<file path="src/rtl/tune_pkg.sv">
package tune_pkg;
    localparam int RATIO_W = 17;
    localparam int REF_W   = 3;
    localparam int CORE_W  = RATIO_W + REF_W + 4;

    typedef struct packed {
        logic               vdrive_off;
        logic               test_mode;
        logic               cp_high;
        logic [REF_W-1:0]   ref_sel;
        logic               presc_on;
        logic [RATIO_W-1:0] ratio;
    } tune_core_t;

    function automatic int word_bits(input int ports);
        return CORE_W + ports;
    endfunction
endpackage

</file>
<file path="src/rtl/tune_sync.sv">
module tune_sync #(
    parameter int N      = 3,
    parameter int STAGES = 2
) (
    input  logic         clk,
    input  logic         rst,
    input  logic [N-1:0] d,
    output logic [N-1:0] q
);
    logic [STAGES-1:0][N-1:0] stg;

    always_ff @(posedge clk) begin
        if (rst) stg <= '0;
        else     stg <= {stg[STAGES-2:0], d};
    end

    assign q = stg[STAGES-1];
endmodule

</file>
<file path="src/rtl/tune_shifter.sv">
module tune_shifter #(
    parameter int W = 28
) (
    input  logic         clk,
    input  logic         rst,
    input  logic         s_clk,
    input  logic         s_en,
    input  logic         s_dat,
    output logic         load,
    output logic [W-1:0] word
);
    localparam int CNT_W   = $clog2(W + 2);
    localparam int CNT_MAX = W + 1;

    logic             clk_q, en_q;
    logic [W-1:0]     sr;
    logic [CNT_W-1:0] cnt;
    logic             rise, fall;

    assign rise = s_clk & ~clk_q & s_en;
    assign fall = ~s_en & en_q;

    always_ff @(posedge clk) begin
        if (rst) begin
            clk_q <= 1'b0;
            en_q  <= 1'b0;
            sr    <= '0;
            cnt   <= '0;
        end else begin
            clk_q <= s_clk;
            en_q  <= s_en;
            if (!s_en) begin
                cnt <= '0;
            end else if (rise) begin
                sr <= {sr[W-2:0], s_dat};
                if (cnt != CNT_W'(CNT_MAX)) cnt <= cnt + 1'b1;
            end
        end
    end

    assign load = fall && (cnt == CNT_W'(W));
    assign word = sr;
endmodule

</file>
<file path="src/rtl/tune_hold.sv">
module tune_hold #(
    parameter int W = 28
) (
    input  logic         clk,
    input  logic         rst,
    input  logic         load,
    input  logic [W-1:0] word,
    input  logic         div_tc,
    output logic         pend_v,
    output logic [W-1:0] applied
);
    logic [W-1:0] pend;

    always_ff @(posedge clk) begin
        if (rst) begin
            pend    <= '0;
            pend_v  <= 1'b0;
            applied <= '0;
        end else begin
            if (div_tc && pend_v) applied <= pend;
            if (load) begin
                pend   <= word;
                pend_v <= 1'b1;
            end else if (div_tc) begin
                pend_v <= 1'b0;
            end
        end
    end
endmodule

</file>
<file path="src/rtl/serial_tune_ctrl.sv">
module serial_tune_ctrl
    import tune_pkg::*;
#(
    parameter int PORT_BITS   = 4,
    parameter int SYNC_STAGES = 2
) (
    input  logic                 clk,
    input  logic                 rst,
    input  logic                 ser_data,
    input  logic                 ser_clk,
    input  logic                 ser_en,
    input  logic                 div_tc,
    output logic [RATIO_W-1:0]   div_ratio,
    output logic                 presc_on,
    output logic [REF_W-1:0]     ref_sel,
    output logic                 cp_high,
    output logic                 test_mode,
    output logic                 vdrive_off,
    output logic [PORT_BITS-1:0] port_out
);
    localparam int WORD_W = word_bits(PORT_BITS);

    logic [2:0]        synced;
    logic              load_w;
    logic              pend_v_w;
    logic [WORD_W-1:0] shift_word;
    logic [WORD_W-1:0] out_word;
    tune_core_t        core;

    tune_sync #(.N(3), .STAGES(SYNC_STAGES)) u_sync (
        .clk (clk),
        .rst (rst),
        .d   ({ser_en, ser_clk, ser_data}),
        .q   (synced)
    );

    tune_shifter #(.W(WORD_W)) u_shift (
        .clk   (clk),
        .rst   (rst),
        .s_clk (synced[1]),
        .s_en  (synced[2]),
        .s_dat (synced[0]),
        .load  (load_w),
        .word  (shift_word)
    );

    tune_hold #(.W(WORD_W)) u_hold (
        .clk     (clk),
        .rst     (rst),
        .load    (load_w),
        .word    (shift_word),
        .div_tc  (div_tc),
        .pend_v  (pend_v_w),
        .applied (out_word)
    );

    assign core       = tune_core_t'(out_word[CORE_W-1:0]);
    assign div_ratio  = core.ratio;
    assign presc_on   = core.presc_on;
    assign ref_sel    = core.ref_sel;
    assign cp_high    = core.cp_high;
    assign test_mode  = core.test_mode;
    assign vdrive_off = core.vdrive_off;
    assign port_out   = out_word[WORD_W-1:CORE_W];
endmodule

</file>
<file path="config.mk">
export PLATFORM = sky130hd
export DESIGN_NAME = serial_tune_ctrl
export DESIGN_NICKNAME = d
export VERILOG_FILES = /design/src/rtl/tune_pkg.sv /design/src/rtl/tune_sync.sv /design/src/rtl/tune_shifter.sv /design/src/rtl/tune_hold.sv /design/src/rtl/serial_tune_ctrl.sv
export SDC_FILE = /design/constraint.sdc
export NUM_CORES = 1
export LEC_CHECK = 0
export ABC_AREA = 1
export BUFFER_PORTS_ARGS = -buffer_cell sky130_fd_sc_hd__clkbuf_2
export CORE_ASPECT_RATIO = 0.75
export CORE_MARGIN = 4
export CORE_UTILIZATION = 52
export DETAILED_ROUTE_END_ITERATION = 10
export GPL_ROUTABILITY_DRIVEN = 0
export PLACE_DENSITY = 0.77
export SLEW_MARGIN = 30
export SYNTH_ARGS = -nofsm -noshare
export SYNTH_HDL_FRONTEND = slang
export SYNTH_SLANG_ARGS = --single-unit
</file>
<file path="constraint.sdc">
create_clock -name clk -period 1.29 [get_ports clk]
set_input_delay 0.3225 -clock clk [delete_from_list [all_inputs] [get_ports clk]]
set_output_delay 0.3225 -clock clk [all_outputs]
set_load 0.03 [all_outputs]
</file>
* Word level (Yosys, flattened, before mapping) *
Index checks and enable logic that the tools add are counted.

storage, ports and cells
  register bits = 98
  logic and storage cells = 25
  input port bits = 6
  output and inout port bits = 28

operators by class
  multiplexer cells = 2
  eq/ne operators = 2
  $add $sub $neg = 1
  bitwise gates (word level) = 5
  reduce and logical (&&, ||, !) cells = 6

operator list
  cell                   count
  $add A5 B1 Y5 const B  1
  $eq A5 B5 Y1 const B   1
  $ne A5 B5 Y1 const B   1
  $reduce_and A2 Y1      2
  $and A1 B1 Y1          3
  $logic_and A1 B1 Y1    2
  $mux W1                2
  $not A1 Y1             2
  $reduce_bool A2 Y1     1
  $reduce_or A2 Y1       1

* Logic depth before layout (Yosys ltp) *
  depth in word-level cells = 4
  gate-level depth with buffers = 10
  gate-level depth less buffers = 8

* Hierarchy *
Synthesis repeated with hierarchy kept, for this count alone.

unflattened totals
  cell total of the unflattened synthesis = 503
  area total of the unflattened synthesis = 3789.9 um2

modules (own cells, without submodules)
  module        instances  area an instance (um2)  cells each
  tune_hold     1          2200.9                  305
  tune_shifter  1          1401.3                  177
  tune_sync     1          187.7                   21

* Least setup slack after synthesis *
No wires, ideal clock.

  path type = register to register
  start point = register u_shift.cnt[0]
  end point = register u_hold.pend[25]
  stages on the path, launching flop included = 9
  clock period less this slack = 1.280 ns
  setup time = 0.113 ns
  buffers on the path = 2
  path slack = 0.010 ns
  arrival = 1.167 ns
  required time = 1.177 ns
  path through = dfxtp_1 > inv_1 > ha_1 > nand3_1 > nor2_4 > buf_6 > buf_6 > nor2_1 > nor2_1

on the way
  word-level cells in the longest chain between the ends = 2

RTL lines
  what                    line                RTL
  from (decl)             tune_shifter.sv:17  logic [CNT_W-1:0] cnt;
  from (signal assigned)  tune_shifter.sv:36  if (cnt != CNT_W'(CNT_MAX)) cnt <= cnt + 1'b1;
  $eq A5 B5 Y1            tune_shifter.sv:41  assign load = fall && (cnt == CNT_W'(W));
  $logic_and A1 B1 Y1     tune_shifter.sv:41
  to (signal assigned)    tune_hold.sv:22     pend <= word;
  to (decl)               tune_hold.sv:12     logic [W-1:0] pend;

No other way between the ends.
A chain may end at the register's enable or synchronous reset.

* Worst setup path in the final report *
  start point = register u_shift.cnt[1]
  end point = register u_hold.pend[11]

Same word-level chain as after synthesis.

==> reports/results.tsv <==
metric	value	unit
status	complete, but fails checks	
failing checks	negative setup slack	
vias in the first global route	2597	
clock sinks	98	
worst-case headroom to the max-slew limit	0.784	
most area-hungry cell type in the Yosys netlist	sky130_fd_sc_hd__dfxtp_1	
worst hold slack after final layout	140	ps
share of the clock period used by the worst path after layout	1.05	
share of cells above drive strength 1	0.213	
global-route wire length before repair	11.7	mm
count of buffers inserted at the top-level ports	33	
start-to-end type of the worst setup path	reg -> reg	
power density over cell area	1190	mW/mm^2
effective utilization at floorplan	0.553	
count of H-tree levels built during CTS	3	
final core area utilization	0.669	
number of CTS-inserted buffers	9	
placed wire-length estimate	4.21	mm
Critical Path Source Type	flip-flop	
placeable core area	0.00651	sq mm
Final ANT Viol Nets	0	
maximum buffer depth of the clock tree	2	
setup repair after global routing missed its margin	yes	
clock tree from TritonCTS	built	
Die Ht	80.0	um
drt initial violations	81	
share of the synthesized area in the top cell type	0.546	
clock slew at reported path FFs	90	ps
ys flop type	sky130_fd_sc_hd__dfxtp_1	
Worst IR Drop VDD	0.000529	V
per-cell via count in the routed design	4.86	
synthesis-to-finish area growth	21.1	%
most frequent cell after synthesis	sky130_fd_sc_hd__nor2_1	
share of flip-flops with an asynchronous set or reset after synthesis	0	
sequential-to-total area share from yosys stat	0.546	
setup violation total in the final timing report	30	
maximum clock rate	738	MHz
number of warnings issued by yosys	0	
horizontal die dimension	104	um
number of enable flip-flop cells after synthesis	0	
arrival time of the worst setup path	1620	ps
maximum fanout count along the critical path	7	
final instance area	0.00435	sq mm
Min-Delay Path Class	in -> reg	
syn_area_per_cell	7.51	sq um
Net count, final	525	
count of mapped cells out of synthesis	479	
Total Power	5.20	mW
largest clock skew in the final design	10.4	ps
Hold Vio Cnt, Final	0	
detailed-route wire length per cell	12.1	um
measured slew at the worst slew-check pin	323	ps
critical path endpoint category	flip-flop	
I/O pin count	34	
standard cell area after detailed placement	0.00389	sq mm
clock latency reported for the late side of the worst-skew pair	360	ps
Post-route DRC	0	
antenna violations before repair	0	
CP required	1550	ps
Max Cap Violations	0	
number of max-slew violations in the final report	0	
number of antenna repair diodes	0	
total wire length after detailed routing	7.29	mm
Synthesized Nets	488	
die area	0.00832	sq mm
setup slack of the most critical reg-to-reg path	-60	ps
largest net degree at the start of global routing	57	
number of detailed-routing iterations run before antenna repair	4	
global-route usage over all layers	0.176	
post-route setup slack	-64.8	ps
unique cell type count in the Yosys netlist	18	
standby leakage power	1.74	nW
synth top area cells	sky130_fd_sc_hd__dfxtp_1 (55%), sky130_fd_sc_hd__nor2_1 (13%), sky130_fd_sc_hd__o21ai_0 (7.7%)	
CTS root buffer	sky130_fd_sc_hd__clkbuf_8	
final critical delay including setup and external delays	1350	ps
number of core rows	25	
Post-Syn Area	0.00360	sq mm
total via count in the routed design	2923	
number of storage elements in the synthesis netlist	98	
worst-case setup slack after placement	-51.5	ps
number of buffers added to fix hold violations after cts	0	
overall overflow remaining after global route	0	
list of most frequent post-synthesis cells	sky130_fd_sc_hd__nor2_1 (128), sky130_fd_sc_hd__dfxtp_1 (98), sky130_fd_sc_hd__nand2_1 (73)	
flip-flops by register name (all words and copies together), names as in the netlist:
register	flops
u_shift.en_q	1
u_hold.applied	28
u_shift.cnt	5
u_sync.q	3
u_hold.pend_v	1
u_shift.clk_q	1
u_hold.pend	28
u_shift.word	28
u_sync.stg	3
metal layers:
| metal | vias up | global-route usage | wire (um) |
|---|---|---|---|
| met5 | - | 0 | 0 |
| met4 | 0 | 0.0584 | 155 |
| met3 | 12 | 0.0566 | 317 |
| met2 | 56 | 0.307 | 3580 |
| met1 | 1305 | 0.206 | 3240 |
| li1 | 1550 | - | - |
power by group:
| part | switching, mW | internal, mW |
|---|---|---|
| sequential | 0.0100 | 3.04 |
| combinational | 0.106 | 0.0613 |
| clock | 1.03 | 0.948 |
| total | 1.14 | 4.05 |
final timing paths:
path	start	to	cells after the start
worst min-delay path	ser_clk	u_sync.stg[1]	3
worst min register to register	u_sync.stg[0]	u_sync.q[0]	2
worst max-delay path	u_shift.cnt[1]	u_hold.pend[11]	9
worst max register to register	u_shift.cnt[1]	u_hold.pend[11]	9
area by class of cell:
type	count	area, sq um
tap	81	101
inverter	49	186
sequential	98	1960
multi-input combinational	304	1430
timing repair buffer	54	475
fill	534	2150
clock inverter	6	63.8
clock buffer	10	138
repair_timing:
| item | CTS | global route |
|---|---|---|
| cloned | 2 | 2 |
| buffers inserted | 3 | 1 |
| pin swaps | 2 | 7 |
| endpoints found under the setup margin | 29 | 41 |
| gates resized for setup | 15 | 38 |
worst max-delay path, stage by stage, from the launching register on:
cell                        delay, ps
sky130_fd_sc_hd__dfxtp_2          340
sky130_fd_sc_hd__inv_2             80
sky130_fd_sc_hd__ha_4             140
sky130_fd_sc_hd__nand3_4           80
sky130_fd_sc_hd__nor2_4           160
sky130_fd_sc_hd__buf_8            160
sky130_fd_sc_hd__clkbuf_16        160
sky130_fd_sc_hd__nand2_4           50
sky130_fd_sc_hd__nand2_1           50
sky130_fd_sc_hd__nor2_1            30
layout by cell type, fill, tap and decap left out, drive strengths merged:
| master | count |
|---|---|
| nor2 | 129 |
| dfxtp | 98 |
| nand2 | 75 |
| o21ai | 58 |
| inv | 50 |
| clkbuf | 42 |
| a21oi | 32 |
| buf | 21 |
| nand3 | 5 |
| ha | 3 |
| nand4 | 2 |
| clkinvlp | 2 |
| clkinv | 2 |
| bufinv | 1 |
| bufbuf | 1 |
per-stage QoR:
step / setup TNS, ps / cells
after floorplan: 0 / 479
after global placement: 0 / 579
after detailed placement: -509 / 579
after CTS: -4.55 / 600
after global routing: -2970 / 602
final: -1210 / 602
cells by family (layout without fill, tap and decap cells):
kind of cell,after synthesis,after routing,share of synthesized area
AND/OR/NAND/NOR,211,211,0.227
flip-flops,98,98,0.546
AO/OA/AOI/OAI,90,90,0.125
buffers and inverters,77,119,0.0919
adder cells (fa/ha/maj),3,3,0.0104
Power figures use the tool's default switching activity.
